==> config.mk <==
export PLATFORM = sky130hd
export DESIGN_NAME = ring_desc_engine
export DESIGN_NICKNAME = d
export VERILOG_FILES = /design/src/rtl/ring_desc_pkg.sv /design/src/rtl/ring_step.sv /design/src/rtl/sqe_classify.sv /design/src/rtl/cqe_format.sv /design/src/rtl/ring_desc_engine.sv
export SDC_FILE = /design/constraint.sdc
export NUM_CORES = 1
export LEC_CHECK = 0
export ABC_CLOCK_PERIOD_IN_PS = 6400
export BUFFER_PORTS_ARGS = -buffer_cell sky130_fd_sc_hd__buf_2
export CAP_MARGIN = 10
export CORE_MARGIN = 5
export CORE_UTILIZATION = 50
export CTS_BUF_LIST = sky130_fd_sc_hd__clkbuf_4 sky130_fd_sc_hd__clkbuf_8
export CTS_CLUSTER_DIAMETER = 40
export DETAILED_ROUTE_END_ITERATION = 7
export HOLD_SLACK_MARGIN = 0.03
export PLACE_DENSITY_LB_ADDON = 0.05
export SLEW_MARGIN = 20
export SYNTH_ARGS = -nofsm -noshare
export SYNTH_HDL_FRONTEND = slang
export SYNTH_SLANG_ARGS = --single-unit
==> constraint.sdc <==
create_clock -name clk -period 6.4 [get_ports clk]
set_clock_uncertainty 0.2 [all_clocks]
set_input_delay 0.32 -clock clk [delete_from_list [all_inputs] [get_ports clk]]
set_output_delay 0.32 -clock clk [all_outputs]
set_load 0.05 [all_outputs]
==> src/rtl/ring_desc_pkg.sv <==
package ring_desc_pkg;
    localparam int SQE_WORDS = 8;
    localparam int CQE_WORDS = 4;
    localparam int STAT_W    = 15;
    localparam logic [3:0] OPC_COPY  = 4'h4;
    localparam logic [3:0] OPC_SMALL = 4'h1;

    typedef enum logic [2:0] {
        ST_IDLE,
        ST_FETCH,
        ST_DRAIN,
        ST_EXEC,
        ST_COPY,
        ST_POST
    } eng_state_e;
endpackage

==> src/rtl/ring_step.sv <==
module ring_step #(
    parameter int IDX_W = 4
) (
    input  logic [IDX_W-1:0] cur_i,
    input  logic [IDX_W-1:0] last_i,
    output logic [IDX_W-1:0] nxt_o,
    output logic             wrap_o
);
    assign wrap_o = (cur_i == last_i);
    assign nxt_o  = wrap_o ? '0 : cur_i + 1'b1;
endmodule

==> src/rtl/sqe_classify.sv <==
module sqe_classify
    import ring_desc_pkg::*;
#(
    parameter logic [STAT_W-1:0] ERR_STATUS = 15'h0001
) (
    input  logic [3:0]        opcode_i,
    output logic              is_copy_o,
    output logic [STAT_W-1:0] status_o
);
    logic is_small;

    always_comb begin
        is_copy_o = (opcode_i == OPC_COPY);
        is_small  = (opcode_i == OPC_SMALL);
        status_o  = (is_copy_o || is_small) ? '0 : ERR_STATUS;
    end
endmodule

==> src/rtl/cqe_format.sv <==
module cqe_format
    import ring_desc_pkg::*;
#(
    parameter int IDX_W = 4
) (
    input  logic [1:0]        sel_i,
    input  logic [IDX_W-1:0]  head_i,
    input  logic [STAT_W-1:0] status_i,
    input  logic              valid_i,
    output logic [31:0]       word_o
);
    always_comb begin
        case (sel_i)
            2'd2:    word_o = {16'h0000, 16'(head_i)};
            2'd3:    word_o = {status_i, valid_i, 16'h0000};
            default: word_o = 32'h0;
        endcase
    end
endmodule

==> src/rtl/ring_desc_engine.sv <==
module ring_desc_engine
    import ring_desc_pkg::*;
#(
    parameter int                IDX_W      = 4,
    parameter int                ADDR_W     = 16,
    parameter logic [STAT_W-1:0] ERR_STATUS = 15'h0001
) (
    input  logic              clk,
    input  logic              rst_n,
    input  logic [IDX_W-1:0]  depth_m1_i,
    input  logic [ADDR_W-1:0] sq_base_i,
    input  logic [ADDR_W-1:0] cq_base_i,
    input  logic [IDX_W-1:0]  sq_tail_i,
    input  logic [IDX_W-1:0]  cq_head_i,
    output logic [IDX_W-1:0]  sq_head_o,
    output logic [IDX_W-1:0]  cq_tail_o,
    output logic              mem_req_o,
    output logic              mem_we_o,
    output logic [ADDR_W-1:0] mem_addr_o,
    output logic [31:0]       mem_wdata_o,
    input  logic [31:0]       mem_rdata_i,
    output logic              copy_req_o,
    output logic [31:0]       copy_len_o,
    output logic [63:0]       copy_src_o,
    output logic [63:0]       copy_dst_o,
    input  logic              copy_done_i,
    output logic              irq_o
);
    localparam int SQE_SHIFT = $clog2(SQE_WORDS);
    localparam int CQE_SHIFT = $clog2(CQE_WORDS);
    localparam int CNT_W     = SQE_SHIFT;
    localparam logic [CNT_W-1:0] SQE_LAST = CNT_W'(SQE_WORDS - 1);
    localparam logic [1:0]       CQE_LAST = 2'(CQE_WORDS - 1);

    typedef struct packed {
        eng_state_e        st;
        logic [CNT_W-1:0]  cnt;
        logic              rd_pend;
        logic [CNT_W-1:0]  rd_idx;
        logic [3:0]        opcode;
        logic              ien;
        logic [31:0]       len;
        logic [63:0]       src;
        logic [63:0]       dst;
        logic [IDX_W-1:0]  sq_head;
        logic [IDX_W-1:0]  cq_tail;
        logic              phase;
        logic [STAT_W-1:0] status;
        logic              irq;
    } eng_t;

    eng_t q, d;

    logic [IDX_W-1:0]  sq_nxt, cq_nxt;
    logic              sq_wrap, cq_wrap;
    logic              is_copy;
    logic [STAT_W-1:0] cls_status;
    logic [31:0]       cqe_word;
    logic [ADDR_W-1:0] sq_addr, cq_addr;
    logic              cq_full;

    ring_step #(.IDX_W(IDX_W)) u_sq_step (
        .cur_i (q.sq_head),
        .last_i(depth_m1_i),
        .nxt_o (sq_nxt),
        .wrap_o(sq_wrap)
    );

    ring_step #(.IDX_W(IDX_W)) u_cq_step (
        .cur_i (q.cq_tail),
        .last_i(depth_m1_i),
        .nxt_o (cq_nxt),
        .wrap_o(cq_wrap)
    );

    sqe_classify #(.ERR_STATUS(ERR_STATUS)) u_classify (
        .opcode_i (q.opcode),
        .is_copy_o(is_copy),
        .status_o (cls_status)
    );

    cqe_format #(.IDX_W(IDX_W)) u_format (
        .sel_i   (q.cnt[1:0]),
        .head_i  (q.sq_head),
        .status_i(q.status),
        .valid_i (q.phase),
        .word_o  (cqe_word)
    );

    assign sq_addr = sq_base_i + (ADDR_W'(q.sq_head) << SQE_SHIFT) + ADDR_W'(q.cnt);
    assign cq_addr = cq_base_i + (ADDR_W'(q.cq_tail) << CQE_SHIFT) + ADDR_W'(q.cnt[1:0]);
    assign cq_full = (cq_nxt == cq_head_i);

    always_comb begin
        d           = q;
        d.irq       = 1'b0;
        d.rd_pend   = 1'b0;
        mem_req_o   = 1'b0;
        mem_we_o    = 1'b0;
        mem_addr_o  = sq_addr;
        mem_wdata_o = cqe_word;
        copy_req_o  = 1'b0;

        // capture the word requested in the previous cycle
        if (q.rd_pend) begin
            case (q.rd_idx)
                CNT_W'(0): begin
                    d.opcode = mem_rdata_i[3:0];
                    d.ien    = mem_rdata_i[8];
                end
                CNT_W'(3): d.len        = mem_rdata_i;
                CNT_W'(4): d.src[31:0]  = mem_rdata_i;
                CNT_W'(5): d.src[63:32] = mem_rdata_i;
                CNT_W'(6): d.dst[31:0]  = mem_rdata_i;
                CNT_W'(7): d.dst[63:32] = mem_rdata_i;
                default: ;
            endcase
        end

        case (q.st)
            ST_IDLE: begin
                if (sq_tail_i != q.sq_head) begin
                    d.st  = ST_FETCH;
                    d.cnt = '0;
                end
            end
            ST_FETCH: begin
                mem_req_o = 1'b1;
                d.rd_pend = 1'b1;
                d.rd_idx  = q.cnt;
                if (q.cnt == SQE_LAST) begin
                    d.st = ST_DRAIN;
                end else begin
                    d.cnt = q.cnt + 1'b1;
                end
            end
            ST_DRAIN: begin
                d.st = ST_EXEC;
            end
            ST_EXEC: begin
                d.status  = cls_status;
                d.sq_head = sq_nxt;
                d.cnt     = '0;
                d.st      = is_copy ? ST_COPY : ST_POST;
            end
            ST_COPY: begin
                copy_req_o = 1'b1;
                if (copy_done_i) begin
                    d.st  = ST_POST;
                    d.cnt = '0;
                end
            end
            ST_POST: begin
                mem_addr_o = cq_addr;
                if (!cq_full) begin
                    mem_req_o = 1'b1;
                    mem_we_o  = 1'b1;
                    if (q.cnt[1:0] == CQE_LAST) begin
                        d.cq_tail = cq_nxt;
                        if (cq_wrap) begin
                            d.phase = ~q.phase;
                        end
                        d.irq = q.ien;
                        d.st  = ST_IDLE;
                        d.cnt = '0;
                    end else begin
                        d.cnt = q.cnt + 1'b1;
                    end
                end
            end
            default: d.st = ST_IDLE;
        endcase
    end

    always_ff @(posedge clk or negedge rst_n) begin
        if (!rst_n) begin
            q       <= '0;
            q.st    <= ST_IDLE;
            q.phase <= 1'b1;
        end else begin
            q <= d;
        end
    end

    assign sq_head_o  = q.sq_head;
    assign cq_tail_o  = q.cq_tail;
    assign copy_len_o = q.len;
    assign copy_src_o = q.src;
    assign copy_dst_o = q.dst;
    assign irq_o      = q.irq;

    logic unused_sq_wrap;
    assign unused_sq_wrap = sq_wrap;
endmodule

==> out/results.tsv, run 1 <==
metric	value	unit
Setup TNS	0	ps
overall routing resource usage	19.2	%
Slew headroom	32.8	%
largest fanout on the critical path	13	
CP Cell Sequence	xor2_1 > nor4_2 > o21ai_1 > a221oi_4 > a21oi_1 > buf_2	
Final Cycle Share	58.9	%
placed cell area	10300	sq um
HP Class	in -> reg	
# DRC	0	
die area	23000	sq um
Crit path largest cell delay	840	ps
Critical Path Sink Type	output pin	
Final Cell Area	11000	sq um
ys async rst share	100	%
post-synth top area share	46.2	%
most frequent cells in the layout	buf_2, dfrtp_1, mux2_2	
CTS Root Cell	clkbuf_8	
Core Area	19600	sq um
Vias	6301	
Die Span Y	152	um
status	completed	
synthesized instance count	844	
Via density	5.01	
Site Rows	51	
commonest non-fill, non-tap cell in the layout	buf_2	
fin nets	1078	
vias in the first global route	6406	
Worst Path Required	5880	ps
WS Path Type	reg -> out	
Final HPWL DP	16400	um
H-tree depth	4	
Final GP Congestion	0.913	
Routed Antenna Nets	0	
crit path time final	3770	ps
CTS tree	yes	
CTS sink count	186	
Clock Latency Late Sink	450	ps
Synth area leader	dfrtp_1	
routed len/inst	17.7	um
CP startpoint kind	flop	
Ports	299	
layout cell share with drive strength beyond 1	49.4	%
starting utilization of the core area	51.1	%
RSZ-0062 raised after global routing	false	
WL final	22200	um
Synth Warn #	0	
Post-synth EDFFs	0	
CTS Buffer Depth	2	
Final Hold Vio Count	0	
Critical Path Slowest Stage Cell	nor4_2	
initial DRC count	266	
largest net degree at the start of global routing	124	
sequential-to-total area share from yosys stat	46.5	%
Setup Buffers After CTS	0	
input/output buffers	272	
initial antenna violation count	3	
Worst Tran Pin Value	1000	ps
Area Growth Syn to Fin	10.2	%
Netlist cell types	50	
clock-pin slew on the worst setup and hold paths	100	ps
DR pass1 iterations	4	
CTS buffer count	17	
ys flop type	dfrtp_1	
fmax	0.265	GHz
largest cells by area after synthesis	dfrtp_1, mux2_2, buf_4, xor2_1, ha_1	
worst hold slack	78.7	ps
grt ovf	0	
die width	152	um
count of final max-slew check failures	0	
post-synthesis instance area	10000	sq um
WP data arrival	3250	ps
Syn Area/Cell	11.9	sq um
max cap viols	0	
delay-heaviest family, CP	compound AO/OA/AOI/OAI gates	
first-pass GRT wire length	34500	um
register bit count reported by yosys	186	
post-cts resize count	0	
Final setup viols	0	
Buf/Inv on CP	1	
==> metal layers <==
metal | GRT usage, % | vias to the layer above | share of wire [%]
met2 | 31.6 | 196 | 49
met4 | 5.12 | 4 | 1.2
met5 | 0 | - | 0.094
met1 | 25.2 | 3130 | 42
li1 | - | 2948 | -
met3 | 5.29 | 23 | 7.3
==> sequential cells by signal (all words and copies together), names as in the netlist <==
signal and count:
copy_src_o 64, cq_tail_o 4, copy_len_o 32, q 17, copy_dst_o 64, irq_o 1
sq_head_o 4
==> what timing repair did <==
action,CTS,global route
hold buffers,33,0
setup endpoints to repair,0,0
hold endpoints to repair,287,0
==> layout make-up <==
type	instances	area [sq um]
clock inverter	13	153
fill	1715	8550
clock buffer	19	262
timing repair buffer	313	1760
tap	265	332
multi-input combinational	446	3820
antenna	1	2.50
inverter	14	52.6
sequential	186	4660
==> path summary, 6_finish.rpt <==
path | start | endpoint | slack, ps | cells after the start
max | cq_tail_o[1] | mem_req_o | 2630 | 6
min | copy_done_i | q[197] | 80 | 4
max reg2reg | cq_tail_o[1] | cq_tail_o[1] | 3260 | 6
min reg2reg | q[16] | q[16] | 300 | 1
max in group asynchronous | rst_n | sq_head_o[3] | 4170 | 3
min in group asynchronous | rst_n | copy_src_o[45] | 320 | 2
==> cell families (layout without fill, tap and decap cells) <==
logic type	count (synthesis)	in the layout	synth area share, %
buffers and inverters	237	359	16.4
flip-flops	186	186	46.5
multiplexers	182	182	20.3
AND/OR/NAND/NOR	111	111	5.98
AO/OA/AOI/OAI	61	61	4.10
XOR/XNOR	45	45	3.94
adder cells (fa/ha/maj)	21	21	2.77
other	1	27	0.0374
==> cells in the mapped netlist, types with 2 or more instances <==
master    count
ha_1         19
a21oi_1      17
dfrtp_1     185
nor3_1       11
and2_1        9
o31ai_1       4
nand2_1      19
o21ai_1       5
buf_4       194
a21o_1        9
mux2i_1      12
buf_2         5
and3_1        4
nand2b_1      4
o21ai_0      10
nand3_1      14
o22ai_2       2
buf_6         2
a22oi_1       2
nor4b_1       3
inv_1        13
nand4_1       9
clkbuf_1     22
nand4b_1      3
nand3b_1      2
and4_1        2
mux2_2      170
xor2_1       28
nor2b_1       2
o21bai_1      4
fa_1          2
nor3b_1       2
xnor2_1      17
nor2_1       21
nor4_1        2
==> tightest hold or removal path, cell delays in order <==
cell and delay [ps]:
buf_2 80, mux2_2 150, a22oi_1 80, o21ai_1 70
==> through the flow <==
step	setup WS [ps]	util, %	cells
2_1_floorplan	3240	-	869
3_3_place_gp	3320	52.5	1191
5_1_grt	2380	56.3	1257
3_5_place_dp	3190	52.5	1191
6_report	2630	56.3	1257
4_1_cts	2650	56.3	1256
Power of run 1 is not shown: default switching activity piles up to over one toggle a cycle in this logic, so the estimate is an artifact.
==> run 2: changes to the inputs <==
--- a/config.mk
+++ b/config.mk
@@ -5,11 +5,11 @@
 export SDC_FILE = /design/constraint.sdc
 export NUM_CORES = 1
 export LEC_CHECK = 0
-export ABC_CLOCK_PERIOD_IN_PS = 6400
+export ABC_CLOCK_PERIOD_IN_PS = 3250
 export BUFFER_PORTS_ARGS = -buffer_cell sky130_fd_sc_hd__buf_2
 export CAP_MARGIN = 10
 export CORE_MARGIN = 5
-export CORE_UTILIZATION = 50
+export CORE_UTILIZATION = 49
 export CTS_BUF_LIST = sky130_fd_sc_hd__clkbuf_4 sky130_fd_sc_hd__clkbuf_8
 export CTS_CLUSTER_DIAMETER = 40
 export DETAILED_ROUTE_END_ITERATION = 7
==> constraint.sdc (replaced) <==
create_clock -name clk -period 3.25 [get_ports clk]
set_clock_uncertainty 0.2 [all_clocks]
set_input_delay 0.1625 -clock clk [delete_from_list [all_inputs] [get_ports clk]]
set_output_delay 0.1625 -clock clk [all_outputs]
set_load 0.05 [all_outputs]
==> out/results.tsv, run 2 (synthesis results as in run 1) <==
metric	value	unit	change
status	completed		
WS Path Type	reg -> out		
post-placement setup slack	381	ps	-2810 ps
Area Growth Syn to Fin	12.2	%	
placed cells	1203		+1.0%
n_diodes	0		-1
Final setup viols	0		unchanged
worst setup margin	116	ps	-2510 ps
CTS sink count	186		unchanged
Site Rows	52		+2.0%
Vias	6442		+2.2%
Worst Path Required	2890	ps	-2990 ps
overall routing resource usage	19.1	%	-0.13 points
Routed Antenna Nets	0		unchanged
Die Span Y	153	um	+0.95%
vias in the first global route	6686		+4.4%
Clock Latency Late Sink	450	ps	about the same
clock-pin slew on the worst setup and hold paths	110	ps	about the same
most frequent cells in the layout	buf_2, dfrtp_1, mux2_2		
initial antenna violation count	0		-3
layout cell share with drive strength beyond 1	50.5	%	+1.1 points
Ports	299		unchanged
HP Class	in -> async		
max cap viols	0		unchanged
Layout Cells excl Fill	1279		+1.8%
CTS tree	yes		
Setup TNS	0	ps	unchanged
WL final	22800	um	+2.3%
initial DRC count	239		-10%
grt ovf	0		unchanged
Slew headroom	39.2	%	+6.4 points
largest fanout on the critical path	8		-5
Final Cycle Share	96.4	%	
die width	153	um	+0.95%
# DRC	0		unchanged
Final GP Congestion	0.852		-6.6%
CTS Buffer Depth	2		unchanged
commonest non-fill, non-tap cell in the layout	buf_2		
Via density	5.04		+0.48%
worst hold slack	74.1	ps	-4.55 ps
H-tree depth	4		unchanged
DR pass1 iterations	4		unchanged
Final HPWL DP	16700	um	+2.0%
Final Hold Vio Count	0		unchanged
WP data arrival	2770	ps	-480 ps
CTS Root Cell	clkbuf_8		
starting utilization of the core area	49.7	%	-1.5 points
fmax	0.319	GHz	
Critical Path Sink Type	output pin		
Core Area	20200	sq um	+3.0%
largest net degree at the start of global routing	74		-40%
die area	23400	sq um	+1.9%
CTS buffer count	17		unchanged
count of final max-slew check failures	0		unchanged
input/output buffers	272		unchanged
CP startpoint kind	flop		
Worst Tran Pin Value	910	ps	-92.8 ps
routed len/inst	17.8	um	+0.49%
first-pass GRT wire length	36100	um	+4.8%
fin nets	1097		+1.8%
crit path time final	3130	ps	
-- run 2: metal layers --
layer	up-vias	global-route usage, %	wire (um)
met5	-	0	0
met4	0	5.30	329
met3	22	3.82	1150
met2	202	33.0	11500
met1	3221	24.6	9780
li1	2997	-	-
-- run 2: cell type report --
type                            instances  area, sq um
Inverter                               14         52.6
Tap cell                              270          338
Fill cell                            1736         8930
Clock inverter                         13          136
Sequential cell                       186         4660
Clock buffer                           18          248
Timing Repair Buffer                  332         1970
Multi-Input combinational cell        446         3840
-- run 2: critical path, cell delays in order (launching register included) --
cell and delay (ps):
dfrtp_2 490, ha_1 240, xor2_1 190, or4b_1 500, a21o_1 220, a221oi_4 320, a21oi_1 120, clkbuf_4 240
-- run 2: metrics by stage --
stage	utilization (%)	area, sq um
finish	55.7	11200
global route	55.7	11200
CTS	55.5	11200
detailed placement	51.5	10400
global placement	51.5	10400
floorplan	-	10100
-- run 2: worst paths after layout --
check	from	depth (start not counted)	slack [ps]	endpoint
max in group asynchronous	rst_n	3	1930	q[16]
max	cq_tail_o[1]	7	120	mem_req_o
min reg2reg	q[185]	2	300	irq_o
min in group clk	depth_m1_i[0]	4	80	sq_head_o[1]
max reg2reg	cq_tail_o[1]	9	390	cq_tail_o[3]
min	rst_n	2	70	copy_len_o[13]
-- run 2: repair_timing --
action | CTS | global route
hold buffers | 39 | 0
setup buffers | 2 | 4
endpoints found under the setup margin | 11 | 9
gates resized for setup | 10 | 8
hold endpoints to repair | 239 | 0
pin swaps | 1 | 3
Power of run 2 is left out for the same reason.
==> run 3: changes to the inputs <==
==> constraint.sdc (replaced) <==
create_clock -name clk -period 3.25 [get_ports clk]
set_clock_uncertainty 0.2 [all_clocks]
set_input_delay 0.4875 -clock clk [delete_from_list [all_inputs] [get_ports clk]]
set_output_delay 0.4875 -clock clk [all_outputs]
set_load 0.05 [all_outputs]
==> out/results.tsv, run 3 (synthesis results as in run 1) <==
metric	value	unit	change
Area Growth Syn to Fin	10.9	%	
RSZ-0062 raised after global routing	true		
starting utilization of the core area	49.7	%	unchanged
first-pass GRT wire length	36600	um	+1.4%
Clock Latency Late Sink	450	ps	about the same
CP startpoint kind	flop		
Hold Path Depth	2		
Crit path largest cell delay	450	ps	-50 ps
Buf/Inv on CP	1		unchanged
Final Hold Vio Count	0		unchanged
input/output buffers	272		unchanged
die width	153	um	unchanged
CTS Root Cell	clkbuf_8		
count of final max-slew check failures	0		unchanged
CTS Buffer Depth	2		unchanged
delay-heaviest family, CP	adder cells		
path depth of the worst reg2reg path	8		-1
layout cell share with drive strength beyond 1	55.2	%	+4.7 points
die area	23400	sq um	unchanged
Worst Tran Pin Value	633	ps	-276 ps
# DRC	0		unchanged
vias in the first global route	6690		+0.060%
Critical Path Sink Type	output pin		
Worst Path Required	2560	ps	-330 ps
WL final	22600	um	-0.80%
Final HPWL DP	16800	um	+0.48%
worst reg-to-reg setup slack	550	ps	+160 ps
routed len/inst	18.0	um	+0.94%
worst flop-to-flop path endpoint	cq_tail_o[3]		
WHS Endpoint	copy_src_o[18]		
overall routing resource usage	19.5	%	+0.36 points
worst setup margin	-3.05	ps	-119 ps
DR pass1 iterations	4		unchanged
initial antenna violation count	3		+3
Final setup viols	2		+2
largest net degree at the start of global routing	66		-11%
CP Cell Sequence	ha_2 > fa_2 > a21o_1 > a21oi_2 > o21ai_2 > nand4_1 > xor2_1 > mux2i_2 > buf_6		
Slew headroom	57.8	%	+19 points
CTS sink count	186		unchanged
clock-pin slew on the worst setup and hold paths	110	ps	about the same
largest fanout on the critical path	4		-4
CTS tree	yes		
failing checks	negative setup slack		
fmax	0.307	GHz	-3.7%
WS Path Type	reg -> out		
CTS buffer count	17		unchanged
Die Span Y	153	um	unchanged
Final GP Congestion	0.902		+5.8%
WP data arrival	2570	ps	-200 ps
Critical Path Slowest Stage Cell	dfrtp_2		
FILL cells	1814		+4.5%
Final Cycle Share	100	%	+3.7 points
grt ovf	0		unchanged
most frequent cells in the layout	buf_2, dfrtp_1, mux2_2		
Via density	5.04		about the same
initial DRC count	223		-6.7%
hold_sp	mem_rdata_i[18]		
reg2reg start	cq_tail_o[0]		
fin nets	1073		-2.2%
max cap viols	0		unchanged
Core Area	20200	sq um	unchanged
HP Class	in -> reg		
status	complete, but fails checks		
commonest non-fill, non-tap cell in the layout	buf_2		
Routed Antenna Nets	0		unchanged
Ports	299		unchanged
Vias	6329		-1.8%
worst hold slack	104	ps	+30.2 ps
Site Rows	52		unchanged
crit path time final	3250	ps	+119 ps
H-tree depth	4		unchanged
[run 3: cell type report]
cell class | count | area (sq um) | share of cell area [%]
Clock buffer | 17 | 234 | 2.11
Inverter | 14 | 52.6 | 0.473
Tap cell | 270 | 338 | 3.04
Timing Repair Buffer | 308 | 1720 | 15.5
Antenna cell | 2 | 5.00 | 0.0451
Sequential cell | 186 | 4660 | 42.0
Multi-Input combinational cell | 446 | 3960 | 35.7
Clock inverter | 14 | 135 | 1.22
[run 3: stage by stage]
step / worst slack, ps / area [sq um] / setup TNS [ps] / std cells / utilization, %
6_report: -3.05 / 11100 / -4.00 / 1257 / 55.1
5_1_grt: -165 / 11100 / -1000 / 1257 / 55.1
4_1_cts: -68.5 / 11000 / -363 / 1254 / 54.7
3_5_place_dp: -46.8 / 10500 / -110 / 1215 / 52.0
3_3_place_gp: 4.84 / 10500 / 0 / 1215 / 52.0
2_1_floorplan: 120 / 10100 / 0 / 869 / -
[run 3: worst max-delay path by stage]
stage | from | endpoint | slack [ps] | cells after the start
final | q[194] | mem_addr_o[12] | -3 | 9
after global placement | sq_base_i[0] | mem_addr_o[12] | 5 | 10
after CTS | q[194] | mem_addr_o[10] | -70 | 9
after floorplan | cq_base_i[0] | mem_addr_o[4] | 120 | 7
after global routing | cq_tail_o[0] | mem_addr_o[10] | -170 | 9
after detailed placement | sq_base_i[0] | mem_addr_o[12] | -50 | 10
[run 3: worst register-to-register path, stage by stage, from the launching register on]
cell and delay, ps:
dfrtp_2 440, ha_4 180, xor2_1 170, or4b_1 500
a21o_1 200, a221oi_4 320, buf_4 250, nor4b_1 80
a211o_1 260
[run 3: timing repair]
item,in CTS,in global routing
setup buffers,7,1
hold endpoints to repair,58,0
endpoints found under the setup margin,14,14
hold buffers,1,0
gates resized for setup,35,17
pin swaps,8,8
[run 3: routing by layer]
| metal | share of wire [%] | global-route usage, % | up-vias |
|---|---|---|---|
| met1 | 40 | 23.2 | 3138 |
| met3 | 8.6 | 7.46 | 22 |
| li1 | - | - | 2939 |
| met5 | 0.058 | 0 | - |
| met4 | 1.1 | 4.50 | 2 |
| met2 | 50 | 33.5 | 228 |
Power of run 3 is left out for the same reason.
